**src/rtl/stopctl_pkg.sv**
```systemverilog
package stopctl_pkg;
  typedef enum logic [2:0] {
    ADR_CTRL     = 3'd0,
    ADR_STOP_LO  = 3'd1,
    ADR_STOP_MRG = 3'd2,
    ADR_INH_LO   = 3'd3,
    ADR_INH_MRG  = 3'd4,
    ADR_STATUS   = 3'd5
  } stopctl_addr_e;

  localparam int CTL_HOLD_BIT  = 0;
  localparam int CTL_FORCE_BIT = 1;
  localparam int CTL_HALF_BIT  = 2;
  localparam int STAT_CNT_LSB  = 8;

  typedef struct packed {
    logic inhibit;
    logic hold;
    logic force_on;
    logic half_src;
    logic free_src;
  } stop_flags_t;
endpackage

```
**src/rtl/stopctl_hyst.sv**
```systemverilog
module stopctl_hyst #(
  parameter int LW = 10,
  parameter int TW = 32
) (
  input  logic          clk,
  input  logic          rst,
  input  logic [LW-1:0] level,
  input  logic [TW-1:0] low_mark,
  input  logic [TW-1:0] margin,
  output logic          active
);
  localparam int EW = TW + 1;

  logic [EW-1:0] lvl_ext;
  logic [EW-1:0] rel_pt;
  logic          at_low;
  logic          above_rel;

  assign lvl_ext   = EW'(level);
  assign rel_pt    = EW'(low_mark) + EW'(margin);
  assign at_low    = lvl_ext <= EW'(low_mark);
  assign above_rel = lvl_ext > rel_pt;

  always_ff @(posedge clk) begin
    if (rst)
      active <= 1'b0;
    else if (active)
      active <= !above_rel;
    else
      active <= at_low;
  end
endmodule

```
**src/rtl/stopctl_regs.sv**
```systemverilog
module stopctl_regs
  import stopctl_pkg::*;
#(
  parameter int DATA_W  = 32,
  parameter int CNT_W   = 10,
  parameter int DEF_SLO = 16,
  parameter int DEF_SMG = 8,
  parameter int DEF_ILO = 8,
  parameter int DEF_IMG = 4
) (
  input  logic              clk,
  input  logic              rst,
  input  logic              we,
  input  logic [2:0]        addr,
  input  logic [DATA_W-1:0] wdata,
  input  stop_flags_t       flags,
  input  logic [CNT_W-1:0]  free_cnt,
  output logic              hold,
  output logic              force_on,
  output logic              half_en,
  output logic [DATA_W-1:0] stop_lo,
  output logic [DATA_W-1:0] stop_mrg,
  output logic [DATA_W-1:0] inh_lo,
  output logic [DATA_W-1:0] inh_mrg,
  output logic [DATA_W-1:0] rdata
);
  localparam int FLAG_W = $bits(stop_flags_t);
  localparam int PAD_W  = STAT_CNT_LSB - FLAG_W;

  logic [DATA_W-1:0] status_w;
  logic [DATA_W-1:0] rd_mux;

  assign status_w = DATA_W'({free_cnt, PAD_W'(0), flags});

  always_ff @(posedge clk) begin
    if (rst) begin
      hold     <= 1'b1;
      force_on <= 1'b0;
      half_en  <= 1'b0;
      stop_lo  <= DATA_W'(DEF_SLO);
      stop_mrg <= DATA_W'(DEF_SMG);
      inh_lo   <= DATA_W'(DEF_ILO);
      inh_mrg  <= DATA_W'(DEF_IMG);
    end else if (we) begin
      case (stopctl_addr_e'(addr))
        ADR_CTRL: begin
          hold     <= wdata[CTL_HOLD_BIT];
          force_on <= wdata[CTL_FORCE_BIT];
          half_en  <= wdata[CTL_HALF_BIT];
        end
        ADR_STOP_LO:  stop_lo  <= wdata;
        ADR_STOP_MRG: stop_mrg <= wdata;
        ADR_INH_LO:   inh_lo   <= wdata;
        ADR_INH_MRG:  inh_mrg  <= wdata;
        default: ;
      endcase
    end
  end

  always_comb begin
    rd_mux = '0;
    case (stopctl_addr_e'(addr))
      ADR_CTRL: begin
        rd_mux[CTL_HOLD_BIT]  = hold;
        rd_mux[CTL_FORCE_BIT] = force_on;
        rd_mux[CTL_HALF_BIT]  = half_en;
      end
      ADR_STOP_LO:  rd_mux = stop_lo;
      ADR_STOP_MRG: rd_mux = stop_mrg;
      ADR_INH_LO:   rd_mux = inh_lo;
      ADR_INH_MRG:  rd_mux = inh_mrg;
      ADR_STATUS:   rd_mux = status_w;
      default:      rd_mux = '0;
    endcase
  end

  always_ff @(posedge clk) begin
    if (rst) rdata <= '0;
    else     rdata <= rd_mux;
  end
endmodule

```
**src/rtl/ingress_stop_ctrl.sv**
```systemverilog
module ingress_stop_ctrl
  import stopctl_pkg::*;
#(
  parameter int DATA_W  = 32,
  parameter int CNT_W   = 10,
  parameter int DEF_SLO = 16,
  parameter int DEF_SMG = 8,
  parameter int DEF_ILO = 8,
  parameter int DEF_IMG = 4
) (
  input  logic              clk,
  input  logic              rst,
  input  logic [CNT_W-1:0]  free_cnt,
  input  logic              infifo_half,
  input  logic              reg_we,
  input  logic [2:0]        reg_addr,
  input  logic [DATA_W-1:0] reg_wdata,
  output logic [DATA_W-1:0] reg_rdata,
  output logic              link_stop,
  output logic              trig_inhibit
);
  localparam int NCMP = 2;
  localparam int CMP_STOP = 0;
  localparam int CMP_INH  = 1;

  logic              ctl_hold, ctl_force, ctl_half_en;
  logic [DATA_W-1:0] stop_lo, stop_mrg, inh_lo, inh_mrg;
  logic [DATA_W-1:0] cmp_lo  [NCMP];
  logic [DATA_W-1:0] cmp_mrg [NCMP];
  logic [NCMP-1:0]   cmp_act;
  logic              half_src;
  logic              free_src;
  logic              inh_state;
  stop_flags_t       flags;

  assign cmp_lo[CMP_STOP]  = stop_lo;
  assign cmp_mrg[CMP_STOP] = stop_mrg;
  assign cmp_lo[CMP_INH]   = inh_lo;
  assign cmp_mrg[CMP_INH]  = inh_mrg;

  for (genvar g = 0; g < NCMP; g++) begin : g_cmp
    stopctl_hyst #(.LW(CNT_W), .TW(DATA_W)) cmp_i (
      .clk      (clk),
      .rst      (rst),
      .level    (free_cnt),
      .low_mark (cmp_lo[g]),
      .margin   (cmp_mrg[g]),
      .active   (cmp_act[g])
    );
  end

  assign free_src  = cmp_act[CMP_STOP];
  assign inh_state = cmp_act[CMP_INH];

  always_ff @(posedge clk) begin
    if (rst) half_src <= 1'b0;
    else     half_src <= infifo_half & ctl_half_en;
  end

  assign flags = '{inhibit: inh_state, hold: ctl_hold, force_on: ctl_force,
                   half_src: half_src, free_src: free_src};

  stopctl_regs #(
    .DATA_W(DATA_W), .CNT_W(CNT_W),
    .DEF_SLO(DEF_SLO), .DEF_SMG(DEF_SMG), .DEF_ILO(DEF_ILO), .DEF_IMG(DEF_IMG)
  ) regs_i (
    .clk      (clk),
    .rst      (rst),
    .we       (reg_we),
    .addr     (reg_addr),
    .wdata    (reg_wdata),
    .flags    (flags),
    .free_cnt (free_cnt),
    .hold     (ctl_hold),
    .force_on (ctl_force),
    .half_en  (ctl_half_en),
    .stop_lo  (stop_lo),
    .stop_mrg (stop_mrg),
    .inh_lo   (inh_lo),
    .inh_mrg  (inh_mrg),
    .rdata    (reg_rdata)
  );

  always_ff @(posedge clk) begin
    if (rst) begin
      link_stop    <= 1'b1;
      trig_inhibit <= 1'b0;
    end else begin
      link_stop    <= ctl_hold | ctl_force | free_src | half_src;
      trig_inhibit <= inh_state;
    end
  end
endmodule

```
**config.mk**
```make
export PLATFORM = sky130hd
export DESIGN_NAME = ingress_stop_ctrl
export DESIGN_NICKNAME = d
export VERILOG_FILES = /design/src/rtl/stopctl_pkg.sv /design/src/rtl/stopctl_hyst.sv /design/src/rtl/stopctl_regs.sv /design/src/rtl/ingress_stop_ctrl.sv
export SDC_FILE = /design/constraint.sdc
export NUM_CORES = 1
export LEC_CHECK = 0
export BUFFER_PORTS_ARGS = -buffer_cell sky130_fd_sc_hd__buf_2
export CAP_MARGIN = 20
export CORE_AREA = 2 2 145 147
export CTS_CLUSTER_SIZE = 28
export DETAILED_ROUTE_END_ITERATION = 7
export DIE_AREA = 0 0 147 149
export HOLD_SLACK_MARGIN = 0.03
export PLACE_DENSITY = 0.88
export SETUP_SLACK_MARGIN = 0.05
export SYNTH_ARGS = -nofsm -noshare
export SYNTH_HDL_FRONTEND = slang
export SYNTH_SLANG_ARGS = --single-unit
```
**constraint.sdc**
```tcl
create_clock -name clk -period 4.05 [get_ports clk]
set_input_delay 0.81 -clock clk [delete_from_list [all_inputs] [get_ports clk]]
set_output_delay 0.81 -clock clk [all_outputs]
set_load 0.005 [all_outputs]
```
==> metrics.md, run 1 <==
| Metric | Value |
|---|---|
| Top post-synthesis cells by count | `321 x nand2_1, 241 x a21oi_1, 168 x dfxtp_1` |
| P_int | `0.00269 W` |
| Min cycle time layout | `3880 ps` |
| TritonCTS clock tree | `built` |
| # setup viols final | `0` |
| Cell area after synthesis | `11000 um^2` |
| Flop pwr share | `46.2%` |
| Number of synthesized register bits | `168` |
| Gr usage total | `31.7%` |
| Max stage delay on crit path | `430 ps` |
| DIE AREA | `21900 um^2` |
| Share of layout cells above drive strength 1 | `11.8%` |
| Hold depth | `2` |
| Area share of the largest cell type after synthesis | `30.7%` |
| # DRC | `0` |
| I/O pin cnt | `83` |
| Top cell type by total area after synthesis | `dfxtp_1` |
| Async SR Flop Fraction | `0%` |
| Starting DRT DRC Count | `1480` |
| Crit path DAT | `4180 ps` |
| Final #Nets | `1651` |
| Core area | `20600 um^2` |
| Status | `finished, final reports clean` |
| CP Class | `reg -> reg` |
| Largest net degree at the start of global routing | `82` |
| Area delta synth->final | `11.8%` |
| Most frequent cell after synthesis | `nand2_1` |
| Reg2reg start | `regs_i.inh_lo[4]` |
| Placement Rows | `53` |
| Crit path max fanout | `4` |
| Worst slew pin tran | `1150 ps` |
| Synth cell types | `72` |
| Crit. End Element | `flop` |
| Hold Violations, Final | `0` |
| First-pass GRT wire length | `56.0 mm` |
| Worst path bufs/invs | `0` |
| Average wire per standard cell | `20.2 um` |
| Sw frac | `28.6%` |
| Mean Syn Cell Area | `7.53 um^2` |
| Total gr overflow | `0` |
| CTS Sinks | `168` |
| Max Cap Violations | `0` |
| Grt met1 use | `42.0%` |
| Hold path startpoint | `regs_i.half_en` |
| Worst hold slack | `458 ps` |
| Root Driver | `clkbuf_16` |
| Slew Limit Fails | `0` |
| Total Routed Length | `36.1 mm` |
| H-tree depth | `4` |
| Seq/Total Area, Yosys | `30.7%` |
| Ys Warns | `0` |
| Die Span Y | `149 um` |
| PortBufs | `82` |
| Clock Latency Late Sink | `430 ps` |
| Reg clk slew, reported paths | `70 ps` |
| Tcrit/Tclk final | `95.8%` |
| Comb power frac | `13.3%` |
| Met2 Use GR | `49.7%` |
| Number of global-route vias before repair | `10.8k` |
| Cts-stage hold buffer count | `0` |
| Endpoint of the worst hold path | `half_src` |
| Max stage delay cell, worst path | `or4_4` |
| Post-Synthesis Cells | `1455` |
| Post-route cell area | `12300 um^2` |
| Net switching power | `0.00107 W` |
| Vias | `11.7k` |
| Clk_skew | `11.4 ps` |
| Reg2Reg Setup Slack | `170 ps` |
| Worst Path Required | `4350 ps` |
| Worst r2r dst | `g_cmp[1].cmp_i.active` |
| Hold Crit Class | `reg -> reg` |
| Clock share of power | `40.5%` |
| GRT Max-Usage Layer | `met2` |
| Fill cells | `1743` |
| RSZ-0062 raised after global routing | `true` |
| Via/cell ratio | `6.54` |
| Slew HR | `23.2%` |
| Fin util | `59.6%` |
| Worst path cell trace | `ha_1, o21ai_0, nor2_1, a21oi_1, xnor2_1, ha_1, nor2_1, nor4b_4, o221ai_2, a2111oi_4, nand4_1, or4_4, a211oi_2, nand4_1, nor4_2, a41oi_1` |
| Fmax | `258 MHz` |
| Initial Util | `53.3%` |
| DP Area | `11600 um^2` |
| Top_reg_cell synth | `dfxtp_1` |
| Worst reg-to-reg path cell count | `16` |
| DRT antenna net count | `0` |
| DIE WIDTH | `147 um` |
| DR pass1 iterations | `8` |
| Detailed Place HPWL | `26.1 mm` |
| Routability cong. | `0.963` |
| CTS Buf Count | `17` |
| Post-synth EDFFs | `0` |
| Initial antenna violation count | `0` |
| ANT cells | `0` |
| Delay-heaviest family, CP | `simple AND/OR/NAND/NOR gates` |
| Max IR drop VDD | `227 uV` |
| Syn_nets | `1610` |
| Pwr dens | `307 nW/um^2` |
| Cell leakage power | `4.85 nW` |
| Met3 GRT Util | `5.87%` |
| Nature of the critical path startpoint | `flop` |
| Clk buf depth | `2` |
| Largest cells by area after synthesis | `dfxtp_1 31%, ha_1 12%, a21oi_1 11%` |
==> cell usage in the layout (no fill, tap or decap), types with 5 or more instances in the layout <==
cell type	netlist	routed
nand3_1	18	18
a21o_1	24	24
nor3_1	16	14
nor2_1	72	72
nor4_1	16	14
buf_4	0	23
clkbuf_16	0	17
nand4_1	22	22
inv_1	44	44
a21oi_1	241	237
nand3b_1	5	5
o21a_1	11	11
a211o_1	7	7
inv_6	0	5
o21ai_0	46	43
a22oi_1	49	49
a31oi_1	8	8
or3_1	6	6
dfxtp_1	168	160
mux2i_1	21	21
ha_1	104	99
xnor2_1	10	10
nor2b_1	14	14
o211ai_1	11	11
a211oi_1	9	8
nand2b_1	18	17
dfxtp_2	0	8
and2_1	7	7
a221oi_1	5	5
o21bai_1	6	6
nand2_1	321	321
xor2_1	19	19
buf_2	1	81
==> worst max path at each step <==
stage	startpoint	end	slack (ps)	depth (start not counted)
final	regs_i.inh_lo[4]	g_cmp[1].cmp_i.active	170	16
after global routing	regs_i.inh_lo[6]	g_cmp[1].cmp_i.active	-60	16
after CTS	regs_i.inh_mrg[1]	g_cmp[1].cmp_i.active	50	18
after detailed placement	regs_i.inh_mrg[1]	g_cmp[1].cmp_i.active	-160	18
after global placement	regs_i.inh_mrg[1]	g_cmp[1].cmp_i.active	30	18
after floorplan	regs_i.inh_mrg[1]	g_cmp[1].cmp_i.active	270	18
==> cell type report <==
class | instances | area, um^2 | share of cell area (%)
Multi-Input combinational cell | 1161 | 7250 | 59.2
Sequential cell | 168 | 3370 | 27.5
Timing Repair Buffer | 104 | 578 | 4.72
Clock buffer | 21 | 450 | 3.68
Tap cell | 275 | 344 | 2.81
Inverter | 44 | 165 | 1.35
Clock inverter | 11 | 88.8 | 0.725
==> power by group through the flow <==
| stage | Combinational (W) | Clock [W] | Sequential [W] |
|---|---|---|---|
| 2_1_floorplan | 0.000308 | 0 | 0.00175 |
| 3_3_place_gp | 0.000452 | 0 | 0.00177 |
| 3_5_place_dp | 0.000465 | 0 | 0.00177 |
| 4_1_cts | 0.000473 | 0.00152 | 0.00173 |
| 5_1_grt | 0.000536 | 0.00158 | 0.00174 |
| 6_report | 0.000500 | 0.00152 | 0.00174 |
==> state kept, by name, summed over array words and instances (netlist names), 2 cells and up <==
register,flops
regs_i.stop_lo,32
regs_i.inh_mrg,32
regs_i.rdata,32
g_cmp.cmp_i.active,2
regs_i.inh_lo,32
regs_i.stop_mrg,32
==> worst register-to-register path: stages (launching register included) <==
cell	delay (ps)
dfxtp_1	390
ha_1	300
o21ai_0	210
nor2_1	60
a21oi_1	290
xnor2_1	120
ha_1	300
nor2_1	60
nor4b_4	260
o221ai_2	150
a2111oi_4	330
nand4_1	130
or4_4	430
a211oi_2	160
nand4_1	130
nor4_2	300
a41oi_1	130
==> per-stage QoR <==
| step | power (W) | cells | worst slack, ps | TNS [ps] |
|---|---|---|---|---|
| final | 0.00376 | 1784 | 171 | 0 |
| after global routing | 0.00385 | 1784 | -55.4 | -55.4 |
| after CTS | 0.00372 | 1784 | 51.3 | 0 |
| after detailed placement | 0.00223 | 1751 | -164 | -164 |
| after global placement | 0.00222 | 1751 | 29.4 | 0 |
| after floorplan | 0.00206 | 1455 | 267 | 0 |
==> cell families after synthesis <==
family | share of synthesized area [%]
fa+ha+maj | 12.2
xor+xnor | 2.32
buf+inv | 4.42
mux | 2.43
flops | 30.7
simple gates | 21.6
compound gates | 26.3
==> timing repair <==
| action | CTS | global route |
|---|---|---|
| buffers inserted | 1 | 0 |
| resized for setup | 6 | 29 |
| endpoints found under the setup margin | 1 | 2 |
| pin swaps | 5 | 19 |
==> layer usage <==
layer	up-vias	wire length (um)
met5	-	0
met4	0	1940
met3	173	4300
met2	855	15700
met1	5334	14100
li1	5297	-
No activity file was read; power rests on OpenSTA's default activity.
==> inputs of run 2 (changes only) <==
--- a/config.mk
+++ b/config.mk
@@ -7,12 +7,12 @@
 export LEC_CHECK = 0
 export BUFFER_PORTS_ARGS = -buffer_cell sky130_fd_sc_hd__buf_2
 export CAP_MARGIN = 20
-export CORE_AREA = 2 2 145 147
+export CORE_AREA = 2 2 138 140
 export CTS_CLUSTER_SIZE = 28
 export DETAILED_ROUTE_END_ITERATION = 7
-export DIE_AREA = 0 0 147 149
+export DIE_AREA = 0 0 140 142
 export HOLD_SLACK_MARGIN = 0.03
-export PLACE_DENSITY = 0.88
+export PLACE_DENSITY_LB_ADDON = 0.08
 export SETUP_SLACK_MARGIN = 0.05
 export SYNTH_ARGS = -nofsm -noshare
 export SYNTH_HDL_FRONTEND = slang
==> constraint.sdc (replaced) <==
create_clock -name clk -period 3.6 [get_ports clk]
set_input_delay 0.72 -clock clk [delete_from_list [all_inputs] [get_ports clk]]
set_output_delay 0.72 -clock clk [all_outputs]
set_load 0.005 [all_outputs]
==> metrics.md, run 2 (same netlist as run 1, synthesis figures left out) <==
| Metric | Value |
|---|---|
| Largest net degree at the start of global routing | `62` |
| DIE AREA | `19900 um^2` |
| Pwr dens | `349 nW/um^2` |
| # DRC | `0` |
| Reg clk slew, reported paths | `60 ps` |
| DRT antenna net count | `0` |
| Worst setup margin | `-191 ps` |
| Gr usage total | `35.5%` |
| Crit path max fanout | `3` |
| CTS Sinks | `168` |
| H-tree depth | `4` |
| Nature of the critical path startpoint | `flop` |
| Hold Crit Class | `reg -> reg` |
| Fmax | `264 MHz` |
| Die Span Y | `142 um` |
| Min cycle time layout | `3790 ps` |
| Clk buf depth | `2` |
| Routability cong. | `0.948` |
| Max stage delay cell, worst path | `or4_1` |
| CTS Buf Count | `17` |
| Vias | `11.3k` |
| Max stage delay on crit path | `430 ps` |
| DIE WIDTH | `140 um` |
| Via/cell ratio | `6.33` |
| Max Cap Violations | `0` |
| Status | `finished with violations` |
| Tot Pwr | `0.00442 W` |
| Total Routed Length | `35.7 mm` |
| Cts-stage hold buffer count | `0` |
| TritonCTS clock tree | `built` |
| Root Driver | `clkbuf_16` |
| Cell leakage power | `5.12 nW` |
| Initial antenna violation count | `0` |
| Tcrit/Tclk final | `105%` |
| Average wire per standard cell | `20.0 um` |
| Fill cells | `1585` |
| Share of layout cells above drive strength 1 | `15.1%` |
| Starting DRT DRC Count | `1282` |
| First-pass GRT wire length | `55.8 mm` |
| Post-route cell area | `12700 um^2` |
| Worst path cell trace | `ha_2, inv_1, fa_2, nand2b_4, a21oi_4, o21bai_1, nand3b_1, nand2_1, ha_1, nand4_1, buf_4, o211ai_1, nand4_1, or4_1, a211oi_2, nand4_1, nor4_2, a41oi_1` |
| RSZ-0062 raised after global routing | `true` |
| Commonest non-fill, non-tap cell in the layout | `nand2_1` |
| Hold Violations, Final | `0` |
| Crit. End Element | `flop` |
| Area occupied by multi-input gates | `7350 um^2` |
| ANT cells | `0` |
| Initial Util | `59.4%` |
| DR pass1 iterations | `6` |
| Final #Nets | `1695` |
| Placement Rows | `50` |
| Detailed Place HPWL | `27.0 mm` |
| Total gr overflow | `0` |
| Slew HR | `28.1%` |
| Core area | `18500 um^2` |
| Slew Limit Fails | `0` |
| Seq. cell area | `3370 um^2` |
| I/O pin cnt | `83` |
| Most frequent cells in the layout | `321 x nand2_1, 236 x a21oi_1, 162 x dfxtp_1, 96 x ha_1, 81 x buf_2` |
| Worst Path Required | `3900 ps` |
| PortBufs | `82` |
| Worst hold slack | `451 ps` |
| Clock Latency Late Sink | `430 ps` |
| Crit path DAT | `4090 ps` |
| Clk_skew | `8.49 ps` |
| # setup viols final | `1` |
| Worst slew pin tran | `1080 ps` |
| Number of global-route vias before repair | `10.2k` |
| Area delta synth->final | `15.8%` |
| DP Area | `11900 um^2` |
| Failing checks | `negative setup slack` |
| Cell mode on critical path | `nand4_1` |
| Max IR drop VDD | `314 uV` |
| CP Class | `reg -> reg` |
-- run 2: cell types whose count changed in the layout (fill, tap and decap cells not counted), moves of 3 or more --
cell,previous run,this run
buf_4,23,67
bufinv_16,0,3
dfxtp_2,8,5
ha_1,99,96
ha_4,3,7
inv_6,5,1
o21ai_2,1,4
-- run 2: layer usage --
layer	GRT usage, %	wire [um]
met5	0	0
met4	8.83	736
met3	5.62	3490
met2	52.2	15200
met1	54.2	16200
-- run 2: what timing repair did --
action / CTS / global route
setup endpoints to repair: 2 / 2
gates cloned: 0 / 0
gates resized for setup: 8 / 32
setup buffers: 1 / 4
pin swaps: 6 / 28
-- run 2: where the power goes --
group          internal, W  total (W)  switching, W
registers          0.00190    0.00195     0.0000517
logic             0.000221   0.000579      0.000358
clock network      0.00112    0.00189      0.000768
total              0.00325    0.00442       0.00118
-- run 2: area by class of cell --
class | count | area share (%)
timing repair buffer | 148 | 7.16
multi-input combinational | 1161 | 57.9
tap | 234 | 2.31
clock buffer | 20 | 3.60
inverter | 44 | 1.30
clock inverter | 11 | 1.16
sequential | 168 | 26.6
-- run 2: path summary, 6_finish.rpt --
kind                startpoint               endpoint  slack [ps]  depth (start not counted)
min             regs_i.half_en               half_src         450                          2
min reg2reg     regs_i.half_en               half_src         450                          2
max          regs_i.inh_mrg[0]  g_cmp[1].cmp_i.active        -190                         18
max reg2reg  regs_i.inh_mrg[0]  g_cmp[1].cmp_i.active        -190                         18
-- run 2: worst max-delay path: cells and delay by family, from the launching register on --
kind                     cells  cell delay (ps)
adder cells (fa/ha/maj)      3              860
AO/OA/AOI/OAI                5              800
buffers and inverters        2              240
flip-flops                   1              350
AND/OR/NAND/NOR              8             1390
-- run 2: through the flow --
step	instances	utilization (%)	setup slack, ps	TNS, ps
final	1786	68.8	-191	-191
after global routing	1786	68.8	-425	-505
after CTS	1782	67.8	-231	-231
after detailed placement	1750	64.3	-298	-333
after global placement	1750	64.3	-131	-131
after floorplan	1455	-	56.4	0
